### src/rtl/lom_pkg.sv
package lom_pkg;
    typedef enum logic [0:0] {
        ST_IDLE = 1'b0,
        ST_RUN  = 1'b1
    } lom_state_e;
endpackage

### src/rtl/lom_lead.sv
module lom_lead #(
    parameter int W  = 8,
    parameter int JW = $clog2(W)
) (
    input  logic [W-1:0]  val,
    output logic [JW-1:0] pos
);
    always_comb begin
        pos = '0;
        for (int i = 0; i < W; i++) begin
            if (val[i]) pos = JW'(i);
        end
    end
endmodule

### src/rtl/lom_step.sv
module lom_step #(
    parameter int W  = 8,
    parameter int PW = 2 * W,
    parameter int JW = $clog2(W)
) (
    input  logic [W-1:0]  ra,
    input  logic [W-1:0]  rb,
    output logic [PW-1:0] term,
    output logic [W-1:0]  ar,
    output logic [W-1:0]  br,
    output logic          last
);
    logic [JW-1:0] ja, jb;
    logic [JW:0]   jsum;
    logic [PW-1:0] base, leftover;

    lom_lead #(.W(W), .JW(JW)) u_lead_a (.val(ra), .pos(ja));
    lom_lead #(.W(W), .JW(JW)) u_lead_b (.val(rb), .pos(jb));

    always_comb begin
        ar   = ra ^ (W'(1) << ja);
        br   = rb ^ (W'(1) << jb);
        jsum = {1'b0, ja} + {1'b0, jb};
        base = (PW'(1) << jsum) + (PW'(br) << ja) + (PW'(ar) << jb);
        last = (ar <= W'(1)) || (br <= W'(1));
        if (ar == '0 || br == '0)
            leftover = '0;
        else if (ar == W'(1))
            leftover = PW'(br);
        else
            leftover = PW'(ar);
        term = last ? (base + leftover) : base;
    end
endmodule

### src/rtl/lom_mult.sv
module lom_mult #(
    parameter int W  = 8,
    parameter int PW = 2 * W,
    parameter int CW = $clog2(W)
) (
    input  logic          clk,
    input  logic          rst_n,
    input  logic          start,
    input  logic [W-1:0]  op_a,
    input  logic [W-1:0]  op_b,
    input  logic [CW-1:0] iter_limit,
    output logic [PW-1:0] product,
    output logic          done,
    output logic [CW-1:0] iters_used
);
    import lom_pkg::*;

    localparam int JW = $clog2(W);
    localparam logic [CW-1:0] FULL_STEPS = CW'(W - 1);

    lom_state_e    st, st_nxt;
    logic [W-1:0]  ra_q, rb_q, a_q, b_q;
    logic [PW-1:0] acc_q;
    logic [CW-1:0] cnt_q, lim_q, eff_lim, cnt_nxt;
    logic [PW-1:0] term;
    logic [W-1:0]  ar, br;
    logic          last, zero_in, stop;

    lom_step #(.W(W), .PW(PW), .JW(JW)) u_step (
        .ra(ra_q), .rb(rb_q), .term(term), .ar(ar), .br(br), .last(last)
    );

    always_comb begin
        zero_in = (op_a == '0) || (op_b == '0);
        eff_lim = (lim_q == '0) ? FULL_STEPS : lim_q;
        cnt_nxt = cnt_q + CW'(1);
        stop    = last || (cnt_nxt == eff_lim);
    end

    // next-state selection
    always_comb begin
        st_nxt = st;
        unique case (st)
            ST_IDLE: if (start && !zero_in) st_nxt = ST_RUN;    // accept
            ST_RUN:  if (stop) st_nxt = ST_IDLE;                // finish
            default: st_nxt = ST_IDLE;
        endcase
    end

    // state register
    always_ff @(posedge clk or negedge rst_n) begin
        if (!rst_n) st <= ST_IDLE;
        else        st <= st_nxt;
    end

    // datapath and outputs
    always_ff @(posedge clk or negedge rst_n) begin
        if (!rst_n) begin
            ra_q       <= '0;
            rb_q       <= '0;
            a_q        <= '0;
            b_q        <= '0;
            acc_q      <= '0;
            cnt_q      <= '0;
            lim_q      <= '0;
            product    <= '0;
            done       <= 1'b0;
            iters_used <= '0;
        end else begin
            done <= 1'b0;
            unique case (st)
                ST_IDLE: begin
                    if (start) begin
                        a_q   <= op_a;
                        b_q   <= op_b;
                        ra_q  <= op_a;
                        rb_q  <= op_b;
                        lim_q <= iter_limit;
                        acc_q <= '0;
                        cnt_q <= '0;
                        if (zero_in) begin                      // zero_exit
                            product    <= '0;
                            iters_used <= '0;
                            done       <= 1'b1;
                        end
                    end
                end
                ST_RUN: begin
                    acc_q <= acc_q + term;
                    cnt_q <= cnt_nxt;
                    ra_q  <= ar;
                    rb_q  <= br;
                    if (stop) begin                             // finish
                        product    <= acc_q + term;
                        iters_used <= cnt_nxt;
                        done       <= 1'b1;
                    end
                end
                default: ;
            endcase
        end
    end
endmodule

### config.mk
export PLATFORM = sky130hd
export DESIGN_NAME = lom_mult
export DESIGN_NICKNAME = d
export VERILOG_FILES = /design/src/rtl/lom_pkg.sv /design/src/rtl/lom_lead.sv /design/src/rtl/lom_step.sv /design/src/rtl/lom_mult.sv
export SDC_FILE = /design/constraint.sdc
export NUM_CORES = 1
export LEC_CHECK = 0
export BUFFER_PORTS_ARGS = -buffer_cell sky130_fd_sc_hd__buf_2
export CORE_MARGIN = 2
export CORE_UTILIZATION = 65
export CTS_BUF_LIST = sky130_fd_sc_hd__clkbuf_4 sky130_fd_sc_hd__clkbuf_8
export CTS_CLUSTER_DIAMETER = 80
export DETAILED_ROUTE_END_ITERATION = 12
export MAX_ROUTING_LAYER = met4
export PLACE_DENSITY_LB_ADDON = 0.15
export SETUP_SLACK_MARGIN = 0.5
export SYNTH_ARGS = -nofsm -noshare
export SYNTH_HDL_FRONTEND = slang
export SYNTH_HIERARCHICAL = 1
export SYNTH_SLANG_ARGS = --single-unit
### constraint.sdc
create_clock -name clk -period 12.63 [get_ports clk]
set_input_delay 1.8945 -clock clk [delete_from_list [all_inputs] [get_ports clk]]
set_output_delay 1.8945 -clock clk [all_outputs]
set_load 0.01 [all_outputs]
After elaboration in Yosys (flattened, before gate mapping)
Cells that the tools add are included.

Register bits after elaboration: 59. Latch bits: 0. Bits in writable memories: 0. Bits in read-only memories: 0. Bits of input ports: 22. Logic and storage cells: 84. Memories: 0.

Add/sub/neg operators: 6. $mul: 0. Divide/modulo/power cells: 0. $lt $le $gt $ge: 2. Equality and inequality tests: 5. Shifts and indexed selects: 5. Multiplexer cells: 41. Bitwise gates (word level): 3. Reduce and logical (&&, ||, !) cells: 13.

Operator list (number): $mux 16 (6); $add 16x16->16 (4); $pmux 16 s2 (2); $mux 3 (17); $logic_not 8->1 (4); $pmux 8 s2 (2); $shl 8x3->16 (2); $mux 8 (3); $le 8x1->1 const B (2); $shl 1x3->8 const A (2); $shl 1x4->16 const A (1); $xor 8x8->8 (2); $pmux 3 s2 (2); $eq 8x1->1 const B (1); $mux 1 (7); $add 3x3->4 (1); $logic_or 1x1->1 (4); $ne 2x2->1 const B (2); $pmux 1 s2 (2); $add 3x1->3 const B (1); $eq 3x3->1 (1); $logic_not 3->1 (1); $reduce_and 3->1 (1); $ne 2x1->1 const B (1); other kinds (4) (4).

Longest topological paths before layout
Gate-level depths: netlist of run 1.

Depth after elaboration: 17. Gate-level depth with buffers: 32.

By module
Netlist of run 1, hierarchy kept.

By module, submodules not included: lom_mult (times used 1, cells each 323, area an instance 3194.3 µm²); lom_step (times used 1, cells each 463, area an instance 3138.0 µm²); lom_lead (times used 2, cells each 10, area an instance 45.0 µm²).

Worst setup path before layout of run 1
No wires, ideal clock.

Kind: register to register. Start: register rb_q[2]. End: register acc_q[14]. Library setup time: 135 ps. Arrival: 6635 ps. Data required time: 12495 ps. Path slack: 5859 ps. Stages on the path, launching flop included: 31. Buffers on the path: 1. Clock period less this slack: 6771 ps. Cells stage by stage: dfrtp_1 > clkinv_1 > a21oi_1 > o31ai_1 > ha_1 > inv_1 > fa_1 > mux2_2 > nor2_1 > nand3_1 > fa_1 > inv_1 > ha_1 > fa_1 > a21o_1 > a221oi_2 > xnor2_1 > ha_1 > o21a_1 > a21oi_1 > a21oi_1 > nand2_1 > xnor2_1 > ha_1 > clkbuf_1 > a21o_1 > a31o_2 > and3_1 > nor3_1 > xor2_1 > o21ai_0.

Cells in the longest elaborated chain, start to end: 15. Elaborated cells on any way between the ends: 24. Classes of those cells: 5 x add/sub; 1 x order compare; 4 x shift; 10 x mux; 1 x bitwise; 3 x reduce/logical.

RTL lines: from (decl) (RTL line lom_mult.sv:22) `logic [W-1:0] ra_q, rb_q, a_q, b_q;`; from (signal assigned) (RTL line lom_mult.sv:77) `rb_q <= op_b;`; from (signal assigned) (RTL line lom_mult.sv:92) `rb_q <= br;`; $mux 3 * (6 in series) (RTL line lom_lead.sv:11) `if (val[i]) pos = JW'(i);`; net u_step.jb[0] (RTL line lom_step.sv:13) `logic [JW-1:0] ja, jb;`; $shl 1x3->8 (RTL line lom_step.sv:22) `br = rb ^ (W'(1) << jb);`; $xor 8x8->8 (RTL line lom_step.sv:22); $shl 8x3->16 / $logic_not 8->1 (equally long branches) (RTL line lom_step.sv:24, lom_step.sv:26); $add 16x16->16 / $logic_or 1x1->1 (equally long branches) (RTL line lom_step.sv:24, lom_step.sv:26); $add 16x16->16 / $mux 16 (equally long branches) (RTL line lom_step.sv:24, lom_step.sv:26); $add 16x16->16 (RTL line lom_step.sv:32) `term = last ? (base + leftover) : base;`; $mux 16 * (RTL line lom_step.sv:32); net term[9] (RTL line lom_mult.sv:25) `logic [PW-1:0] term;`; $add 16x16->16 * (RTL line lom_mult.sv:89) `acc_q <= acc_q + term;`; $pmux 16 s2 * (RTL line lom_mult.sv:71) `unique case (st)`; to (signal assigned) (RTL line lom_mult.sv:89); to (decl) (RTL line lom_mult.sv:23) `logic [PW-1:0] acc_q;`.

The timed path passes the listed nets; every way through them passes the cells marked *. A chain may end at the register's enable or synchronous reset.

Worst setup path in the final report of run 1
Start: register ra_q[4]. End: register acc_q[12].

Cells in the longest elaborated chain, start to end: 13. Elaborated cells on any way between the ends: 23. Classes of those cells: 5 x add/sub; 1 x order compare; 1 x eq/ne; 4 x shift; 8 x mux; 1 x bitwise; 3 x reduce/logical.

RTL lines: from (decl) (RTL line lom_mult.sv:22); from (signal assigned) (RTL line lom_mult.sv:76) `ra_q <= op_a;`; from (signal assigned) (RTL line lom_mult.sv:91) `ra_q <= ar;`; $mux 3 * (4 in series) (RTL line lom_lead.sv:11); net u_step.ja[1] (RTL line lom_step.sv:13); branches (longest 6 deep; another with $add 16x16->16); $mux 16 * (RTL line lom_step.sv:32); net term[8] (RTL line lom_mult.sv:25); $add 16x16->16 * (RTL line lom_mult.sv:89); $pmux 16 s2 * (RTL line lom_mult.sv:71).

Mark *: on every way through the listed nets, which the timed path passes.

==> results of run 1 <==
==> cells in the final DEF (no fill, tap or decap), types with 4 or more instances in the layout <==
cell type	synthesis	layout
ha_1	41	41
nor2_1	53	53
nand2b_1	13	13
o21a_1	6	6
a21oi_1	55	55
o31ai_1	6	4
nand3_1	29	29
and2_1	4	4
mux2_2	6	6
nand2_1	105	105
o21ai_0	56	56
nand3b_1	5	5
nor2b_1	9	9
nor4_1	7	7
and3_1	8	8
buf_4	0	6
or2_2	8	8
xor2_1	19	19
o22ai_1	4	4
nand4_1	4	4
buf_2	9	41
nor3_1	15	15
clkbuf_8	0	10
o21ai_1	7	7
a21o_1	20	20
nor3b_1	12	12
or4_1	4	4
xnor2_1	29	29
o211ai_1	7	7
a211oi_1	6	6
dfrtp_1	59	59
a22o_1	15	15
mux2i_1	24	24
fa_1	19	19
inv_1	55	55
==> flip-flops by register name, indices dropped and copies added, names as in the netlist <==
signal and cells:
acc_q 16, product 16, ra_q 8, rb_q 8, cnt_q 3, iters_used 3
lim_q 3, done 1, st 1
==> layout make-up <==
class | count | area (µm²)
Tap cell | 133 | 166
Inverter | 59 | 221
Clock inverter | 5 | 100
Timing Repair Buffer | 47 | 250
Clock buffer | 11 | 145
Multi-Input combinational cell | 652 | 4580
Fill cell | 788 | 2740
Sequential cell | 59 | 1480
==> critical path, delay by kind of cell, from the launching register on <==
kind,cells,cell delay [ns]
fa+ha+maj,6,2.56
buf+inv,2,0.48
compound gates,9,2.02
xor+xnor,1,0.19
simple gates,7,1.53
flops,1,0.43
mux,2,0.56
==> worst min path at each step <==
stage	from	endpoint	slack, ns	cells past startpoint
4_1_cts	product[6]	product[6]	0.46	2
6_report	product[6]	product[6]	0.46	2
3_5_place_dp	product[6]	product[6]	0.45	2
3_3_place_gp	product[5]	product[5]	0.44	2
2_1_floorplan	acc_q[3]	acc_q[3]	0.45	2
5_1_grt	product[5]	product[5]	0.50	2
==> stage by stage <==
stage	util (%)	instances	hold WS (ns)
after floorplan	-	806	0.452
after global placement	69.1	950	0.444
after detailed placement	69.1	950	0.451
after CTS	71.7	966	0.464
after global routing	71.7	966	0.503
final	71.7	966	0.459
==> Yosys cell counts, types with 3 or more instances <==
library cell	n
o21ai_0	56
nor2_1	53
buf_2	9
o2111ai_1	3
o21ai_1	7
or2_2	8
nand3_1	29
o22ai_1	4
o21a_1	6
o31ai_1	6
xnor2_1	29
dfrtp_1	59
a31o_2	3
mux2_1	3
and2_1	4
o21bai_1	3
a211oi_1	6
nor3b_1	12
nor2b_1	9
clkinv_1	3
a21o_1	20
nand2b_1	13
nand3b_1	5
and3_1	8
inv_1	55
or4_1	4
a31oi_1	3
o211ai_1	7
mux2_2	6
nand4_1	4
mux2i_1	24
fa_1	19
nor4_1	7
or3_1	3
nor3_1	15
clkbuf_1	25
ha_1	41
a21oi_1	55
nand2_1	105
a221oi_2	3
xor2_1	19
nor4b_1	3
a22o_1	15
==> cells by family (layout without fill, tap and decap cells) <==
family	after synthesis	after routing
compound gates	218	218
fa+ha+maj	60	60
flops	59	59
simple gates	290	290
xor+xnor	50	50
buf+inv	95	122
mux	34	34
==> routing by layer <==
metal | part of all wire [%] | global-route usage, % | vias up
li1 | - | - | 2911
met1 | 42 | 41.6 | 2812
met2 | 49 | 54.0 | 231
met3 | 5.7 | 3.70 | 43
met4 | 3.3 | 14.1 | 0
met5 | 0 | - | -
==> summary.txt, run 1 <==
Timing
  – RSZ-0062 raised after global routing: no
  – Max Freq: 0.127 GHz
  – Total negative slack: 0 ns
  – Slew @ Worst Pin: 1.27 ns
  – Final WS setup: 4.74 ns
  – Fin. max-slew vios: 0
  – Slew Limit Headroom: 14.7%
  – Clock skew: 0.0124 ns
  – Period utilization: 62.5%
  – Final min period: 7.89 ns
  – # setup viols final: 0
  – Final hold vios: 0

Synthesis
  – Xor and xnor area share after synthesis: 7.05%
  – Synth Area in Simple Gates: 22.3%
  – Number of flops mapped to enable cells by yosys: 0
  – Sequential share of the synthesized area: 23.0%
  – Leading area contributor after synthesis: dfrtp_1
  – Yosys top cell area share: 23.0%
  – Cell Area, Synth: 0.00642 mm²
  – Cell count after synthesis: 806
  – Average cell area after synthesis: 7.97 µm²
  – Async S/R FF share, synth: 100%
  – Synth warn: 6
  – Main flop type after synthesis: dfrtp_1
  – Area contributors post-synth: dfrtp_1, ha_1, nand2_1, fa_1, o21ai_0
  – Post-synth cell types: 71
  – Post-Synth Adder-Cell Area: 13.9%
  – Post-synthesis mux area share: 5.67%
  – Post-synthesis compound-gate area fraction: 22.2%
  – Seq cells post-synth: 59
  – Syn_nets: 888
  – Largest family of logic cells by synthesized area: simple AND/OR/NAND/NOR gates

Routing
  – Initial DRC count: 423
  – Post-route ant nets: 0
  – Routed vias: 5997
  – Post-route DRC: 0
  – Avg WL per Cell: 17.2 µm
  – Total routed wirelength: 16600 µm
  – DRT Pass-1 Iters: 5
  – Via density per instance: 6.21

Global route
  – GRT Overall Usage: 33.1%
  – Initial antenna violation count: 0
  – Vias in the first global route: 5676
  – First-pass GRT wire length: 27000 µm
  – Grt total ovfl: 0
  – Pin count of the biggest net entering global routing: 60

Placed design
  – HPWL after DPL: 12900 µm
  – GP Congestion: 0.937
  – Port buffer count: 41
  – Place WS: 4.91 ns
  – Dpl cell area: 0.00670 mm²

Setup path
  – Worst reg2reg endpoint: acc_q[12]
  – Setup crit start: ra_q[4]
  – CP Class: reg -> reg
  – Path depth of the worst reg2reg path: 27
  – RR Startpoint: ra_q[4]
  – CP required: 12.87 ns
  – Reg2Reg Setup Slack: 4.74 ns
  – Slowest stage delay, CP: 0.61 ns
  – Kind of start point of the critical path: register
  – Slowest CP cell: fa_1
  – Setup crit end kind: register
  – Worst Path Arrival: 8.13 ns
  – Setup crit end: acc_q[12]
  – Worst Path Max Fanout: 23

Clock network
  – Post-CTS Setup Bufs: 0
  – CTS tree: done
  – TritonCTS Buffers: 9
  – Root Buffer: clkbuf_8
  – Post-CTS Resized: 0
  – Clock Path Buffers: 2
  – Worst-path clk slew: 0.07 ns
  – # hold bufs at CTS: 0
  – Clk Latency, worst-skew pair: 0.35 ns
  – Clock sinks: 59
  – Clock H-tree levels: 3

Worst hold path
  – Hold Path Class: reg -> reg

Flow run
  – Max Cap Violations: 0

Die
  – Std cell rows: 36
  – # IOs: 42
  – Initial Util: 66.3%
  – Die area: 0.0107 mm²
  – Die W: 103 µm
  – Die Y: 103 µm
  – Core Area: 0.00968 mm²

Run status
  – Outcome: finished, final reports clean

Finish
  – Final #Nets: 910
  – Final Cell Area: 0.00694 mm²
  – Area delta synth->final: 8.07%
  – Layout cell share with drive strength beyond 1: 11.4%
  – # diodes: 0
Power of run 1 is not shown: default switching activity piles up to over one toggle a cycle in this logic, so the estimate is an artifact.
==> run 2: changes to the inputs <==
--- a/config.mk
+++ b/config.mk
@@ -7,7 +7,7 @@
 export LEC_CHECK = 0
 export BUFFER_PORTS_ARGS = -buffer_cell sky130_fd_sc_hd__buf_2
 export CORE_MARGIN = 2
-export CORE_UTILIZATION = 65
+export CORE_UTILIZATION = 64
 export CTS_BUF_LIST = sky130_fd_sc_hd__clkbuf_4 sky130_fd_sc_hd__clkbuf_8
 export CTS_CLUSTER_DIAMETER = 80
 export DETAILED_ROUTE_END_ITERATION = 12
==> constraint.sdc (replaced) <==
create_clock -name clk -period 7.9 [get_ports clk]
set_input_delay 1.185 -clock clk [delete_from_list [all_inputs] [get_ports clk]]
set_output_delay 1.185 -clock clk [all_outputs]
set_load 0.01 [all_outputs]
==> summary.txt, run 2 (synthesis results as in run 1) <==
Clock network
  – Clock sinks: 59 (unchanged)
  – Clock H-tree levels: 3 (unchanged)
  – Worst-path clk slew: 0.07 ns (about the same)
  – Clk Latency, worst-skew pair: 0.35 ns (about the same)
  – Clock Path Buffers: 2 (unchanged)
  – TritonCTS Buffers: 9 (unchanged)
  – Root Buffer: clkbuf_8
  – CTS tree: done

Routing
  – Via density per instance: 6.23 (+0.41%)
  – Post-route ant nets: 0 (unchanged)
  – Post-route DRC: 0 (unchanged)
  – DRT Pass-1 Iters: 6 (+1)
  – Initial DRC count: 490 (+16%)
  – Total routed wirelength: 17500 µm (+5.4%)
  – Avg WL per Cell: 18.0 µm (+4.4%)
  – Routed vias: 6084 (+1.5%)

Setup path
  – Kind of start point of the critical path: register
  – CP Class: reg -> reg
  – CP required: 8.14 ns (-4.73 ns)
  – Worst Path Arrival: 7.38 ns (-0.75 ns)
  – Setup crit end kind: register
  – Slowest CP cell: fa_1
  – Worst Path Max Fanout: 24 (+4.3%)
  – Slowest stage delay, CP: 0.55 ns (-0.06 ns)
  – Cell mode on critical path: ha_1

Die
  – Die W: 104 µm (+0.75%)
  – Std cell rows: 36 (unchanged)
  – Core Area: 0.00977 mm² (+0.93%)
  – Initial Util: 65.7% (-0.61 points)
  – Die area: 0.0109 mm² (+1.5%)
  – Die Y: 104 µm (+0.75%)
  – # IOs: 42 (unchanged)

Finish
  – Register area: 0.00148 mm² (+0.17%)
  – Commonest cells after routing, fill and taps aside: nand2_1, dfrtp_1, inv_1
  – Most common cell after layout, fill and taps aside: nand2_1
  – Largest registers: acc_q: 16 flops, product: 16 flops
  – Final #Nets: 920 (+1.1%)
  – Non-filler cells, final: 976 (+1.0%)
  – Area delta synth->final: 10.6%
  – Layout cell share with drive strength beyond 1: 15.3% (+3.9 points)
  – Filler cells: 785 (-0.38%)
  – # diodes: 0 (unchanged)
  – Multi-input logic area: 0.00470 mm² (+2.7%)

Flow run
  – Max Cap Violations: 0 (unchanged)

Global route
  – GRT Overall Usage: 33.8% (+0.74 points)
  – First-pass GRT wire length: 29000 µm (+7.7%)
  – Initial antenna violation count: 0 (unchanged)
  – Grt total ovfl: 0 (unchanged)
  – Vias in the first global route: 5927 (+4.4%)
  – Pin count of the biggest net entering global routing: 60 (unchanged)

Timing
  – Final hold vios: 0 (unchanged)
  – Clock skew: 0.00632 ns (-0.00607 ns)
  – Final WS setup: 0.760 ns (-3.98 ns)
  – Slew Limit Headroom: 49.8% (+35 points)
  – Period utilization: 90.4% (+28 points)
  – # setup viols final: 0 (unchanged)
  – Final min period: 7.14 ns (-0.750 ns)
  – Max Freq: 0.140 GHz (+11%)
  – Slew @ Worst Pin: 0.753 ns (-0.522 ns)
  – Total negative slack: 0 ns (unchanged)
  – RSZ-0062 raised after global routing: no
  – Fin. max-slew vios: 0 (unchanged)

Placed design
  – Placed cells: 958 (+0.84%)
  – HPWL after DPL: 13300 µm (+3.2%)
  – Port buffer count: 41 (unchanged)
  – GP Congestion: 0.970 (+3.5%)
  – Place WS: 0.615 ns (-4.29 ns)

Run status
  – Outcome: finished, final reports clean

Worst hold path
  – Hold Path Class: reg -> reg
## run 2: layer usage
layer	routed length [µm]	global-route usage (%)	vias up	share of wire (%)
met5	0	-	-	0
met3	1050	5.08	47	6.0
met1	7340	41.8	2872	42
li1	-	-	2926	-
met4	473	11.8	0	2.7
met2	8670	56.7	239	49
## run 2: repair_timing
action	in CTS	in global routing
setup buffers	0	2
endpoints found under the setup margin	0	14
gates resized for setup	0	30
hold buffers	0	0
## run 2: critical path, delay by kind of cell, from the launching register on
kind | cells | cell delay [ns]
AO/OA/AOI/OAI | 10 | 1.86
adder cells (fa/ha/maj) | 4 | 1.69
AND/OR/NAND/NOR | 7 | 1.32
XOR/XNOR | 4 | 0.98
buffers and inverters | 4 | 0.53
flip-flops | 1 | 0.47
multiplexers | 1 | 0.17
## run 2: final cells by class
class / instances / area share, %
Clock buffer: 12 / 2.15
Clock inverter: 4 / 0.704
Inverter: 59 / 3.12
Multi-Input combinational cell: 652 / 66.2
Sequential cell: 59 / 20.8
Tap cell: 133 / 2.34
Timing Repair Buffer: 57 / 4.68
## run 2: metrics by stage
stage / utilization [%] / hold WS (ns) / area [µm²]
3_5_place_dp: 69.1 / 0.460 / 6760
3_3_place_gp: 69.1 / 0.446 / 6760
4_1_cts: 71.2 / 0.480 / 6960
5_1_grt: 72.7 / 0.499 / 7110
2_1_floorplan: - / 0.452 / 6420
6_report: 72.7 / 0.474 / 7110
## run 2: worst paths after layout
| kind | startpoint | depth (start not counted) | slack [ns] | end |
|---|---|---|---|---|
| hold reg to reg | product[4] | 2 | 0.47 | product[4] |
| hold / removal | product[4] | 2 | 0.47 | product[4] |
| setup reg to reg | rb_q[2] | 30 | 0.76 | product[14] |
| setup / recovery | rb_q[2] | 30 | 0.76 | product[14] |
| min in group asynchronous | rst_n | 2 | 0.98 | iters_used[2] |
| max in group asynchronous | rst_n | 2 | 6.37 | rb_q[3] |
Power of run 2 is left out for the same reason.
==> run 3: changes to the inputs <==
--- a/config.mk
+++ b/config.mk
@@ -6,8 +6,10 @@
 export NUM_CORES = 1
 export LEC_CHECK = 0
 export BUFFER_PORTS_ARGS = -buffer_cell sky130_fd_sc_hd__buf_2
+export CELL_PAD_IN_SITES_DETAIL_PLACEMENT = 1
+export CELL_PAD_IN_SITES_GLOBAL_PLACEMENT = 1
 export CORE_MARGIN = 2
-export CORE_UTILIZATION = 64
+export CORE_UTILIZATION = 48
 export CTS_BUF_LIST = sky130_fd_sc_hd__clkbuf_4 sky130_fd_sc_hd__clkbuf_8
 export CTS_CLUSTER_DIAMETER = 80
 export DETAILED_ROUTE_END_ITERATION = 12
@@ -18,3 +20,4 @@
 export SYNTH_HDL_FRONTEND = slang
 export SYNTH_HIERARCHICAL = 1
 export SYNTH_SLANG_ARGS = --single-unit
+export TNS_END_PERCENT = 5
==> constraint.sdc (replaced) <==
create_clock -name clk -period 7.8 [get_ports clk]
set_input_delay 1.17 -clock clk [delete_from_list [all_inputs] [get_ports clk]]
set_output_delay 1.17 -clock clk [all_outputs]
set_load 0.01 [all_outputs]
==> summary.txt, run 3 (synthesis results as in run 1) <==
Run status
  – Outcome: finished, final reports clean

Flow run
  – Max Cap Violations: 0 (unchanged)

Finish
  – Commonest cells after routing, fill and taps aside: nand2_1, inv_1, dfrtp_1
  – Largest registers: acc_q: 16 flops, product: 16 flops
  – Layout cell share with drive strength beyond 1: 18.6% (+3.3 points)
  – Final #Nets: 937 (+1.8%)
  – Area delta synth->final: 15.6%
  – Most common cell after layout, fill and taps aside: nand2_1
  – Fin util: 56.5% (-16 points)

Routing
  – Post-route DRC: 0 (unchanged)
  – DRT Pass-1 Iters: 7 (+1)
  – Avg WL per Cell: 20.3 µm (+13%)
  – Routed vias: 6281 (+3.2%)
  – Initial DRC count: 411 (-16%)
  – Post-route ant nets: 0 (unchanged)
  – Total routed wirelength: 21000 µm (+20%)
  – Via density per instance: 6.06 (-2.7%)

Global route
  – Vias in the first global route: 6425 (+8.4%)
  – Busiest grt layer: met2
  – GR Layer Usage met1: 37.0% (-4.8 points)
  – Grt total ovfl: 0 (unchanged)
  – Initial antenna violation count: 1 (+1)
  – GR Layer Usage met2: 50.5% (-6.2 points)
  – GRT Overall Usage: 29.4% (-4.4 points)
  – M3 GR Usage: 2.99% (-2.1 points)
  – First-pass GRT wire length: 32800 µm (+13%)
  – Pin count of the biggest net entering global routing: 60 (unchanged)

Timing
  – RSZ-0062 raised after global routing: no
  – Slew Limit Headroom: 49.7% (-0.051 points)
  – # setup viols final: 0 (unchanged)
  – Final hold vios: 0 (unchanged)
  – Clock skew: 0.0123 ns (+0.00593 ns)
  – Slew @ Worst Pin: 0.754 ns (+0.000768 ns)
  – Max Freq: 0.140 GHz (+0.29%)
  – Total negative slack: 0 ns (unchanged)
  – Final min period: 7.12 ns (-0.0206 ns)
  – Final WS setup: 0.681 ns (-0.0794 ns)
  – Fin. max-slew vios: 0 (unchanged)
  – Period utilization: 91.3% (+0.89 points)
  – WHS: 0.460 ns (-0.0138 ns)

Clock network
  – Clock H-tree levels: 3 (unchanged)
  – CTS tree: done
  – # hold bufs at CTS: 0 (unchanged)
  – TritonCTS Buffers: 9 (unchanged)
  – Worst-path clk slew: 0.07 ns (about the same)
  – Clk Latency, worst-skew pair: 0.37 ns (+0.02 ns)
  – Clock Path Buffers: 2 (unchanged)
  – Root Buffer: clkbuf_8
  – Clock sinks: 59 (unchanged)

Die
  – Die Y: 120 µm (+15%)
  – # IOs: 42 (unchanged)
  – Core Area: 0.0131 mm² (+34%)
  – Die area: 0.0143 mm² (+32%)
  – Initial Util: 48.9% (-17 points)
  – Die W: 120 µm (+15%)
  – Std cell rows: 42 (+17%)

Setup path
  – Cell family with most CP delay: adder cells
  – CP required: 8.02 ns (-0.12 ns)
  – Worst Path Max Fanout: 7 (-71%)
  – Kind of start point of the critical path: register
  – CP Class: reg -> reg
  – Slowest stage delay, CP: 0.53 ns (-0.02 ns)
  – Buf+Inv Stages, Crit Path: 4 (unchanged)
  – Cell mode on critical path: a21oi_2
  – Worst Path Arrival: 7.34 ns (-0.04 ns)
  – Setup crit end kind: register
  – Slowest CP cell: fa_1

Placed design
  – GP Congestion: 0.919 (-5.2%)
  – Port buffer count: 41 (unchanged)
  – Place WS: 0.198 ns (-0.417 ns)
  – HPWL after DPL: 15500 µm (+17%)

Worst hold path
  – Hold Path Class: reg -> reg
==> run 3: cell count changes in the layout (fill, tap and decap cells not counted), moves of 2 or more <==
cell,previous run,this run
buf_4,14,30
a21oi_1,53,50
a21oi_2,2,5
clkbuf_4,2,0
clkinvlp_4,2,0
dfrtp_1,57,55
dfrtp_2,2,4
nor3b_1,11,9
o31ai_2,2,0
o31ai_4,0,2
==> run 3: final timing paths <==
kind	from	endpoint	slack (ns)	depth (start not counted)
worst max-delay path	ra_q[2]	acc_q[14]	0.68	31
worst min-delay path	product[4]	product[4]	0.46	2
worst max register to register	ra_q[2]	acc_q[14]	0.68	31
min in group asynchronous	rst_n	cnt_q[2]	0.96	2
max in group asynchronous	rst_n	ra_q[3]	6.31	2
worst min register to register	product[4]	product[4]	0.46	2
==> run 3: area by class of cell <==
class	instances	area (µm²)
clock buffers	11	151
clock inverters	4	73.8
well taps	176	220
fillers	1657	5710
repair buffers	74	458
inverters	59	221
flip-flops and latches	59	1480
multi-input cells	652	4810
diodes	1	2.50
==> run 3: repair_timing <==
| item | in CTS | in global routing |
|---|---|---|
| resized for setup | 9 | 44 |
| cloned | 0 | 1 |
| pin swaps | 1 | 17 |
| endpoints found under the setup margin | 14 | 14 |
| setup buffers | 1 | 16 |
==> run 3: worst register-to-register path, delay by kind of cell (launching register included) <==
| family | cells | cell delay (ns) |
|---|---|---|
| adders and majority gates | 7 | 2.53 |
| AOI/OAI and AO/OA | 11 | 1.84 |
| and+or+nand+nor | 5 | 0.83 |
| xor gates and xnor gates | 3 | 0.64 |
| DFF | 1 | 0.47 |
| buffers and inverters | 4 | 0.35 |
| muxes | 1 | 0.32 |
==> run 3: per-layer routing <==
metal	vias to the layer above	part of all wire (%)
li1	2958	-
met1	3102	42
met2	178	52
met3	43	4.0
met4	0	2.1
met5	-	0
==> run 3: stage by stage <==
step           cells  cell area [µm²]
2_1_floorplan    806             6420
3_3_place_gp    1002             6820
3_5_place_dp    1002             6820
4_1_cts         1018             7090
5_1_grt         1036             7420
6_report        1036             7420
Power of run 3 is left out for the same reason.
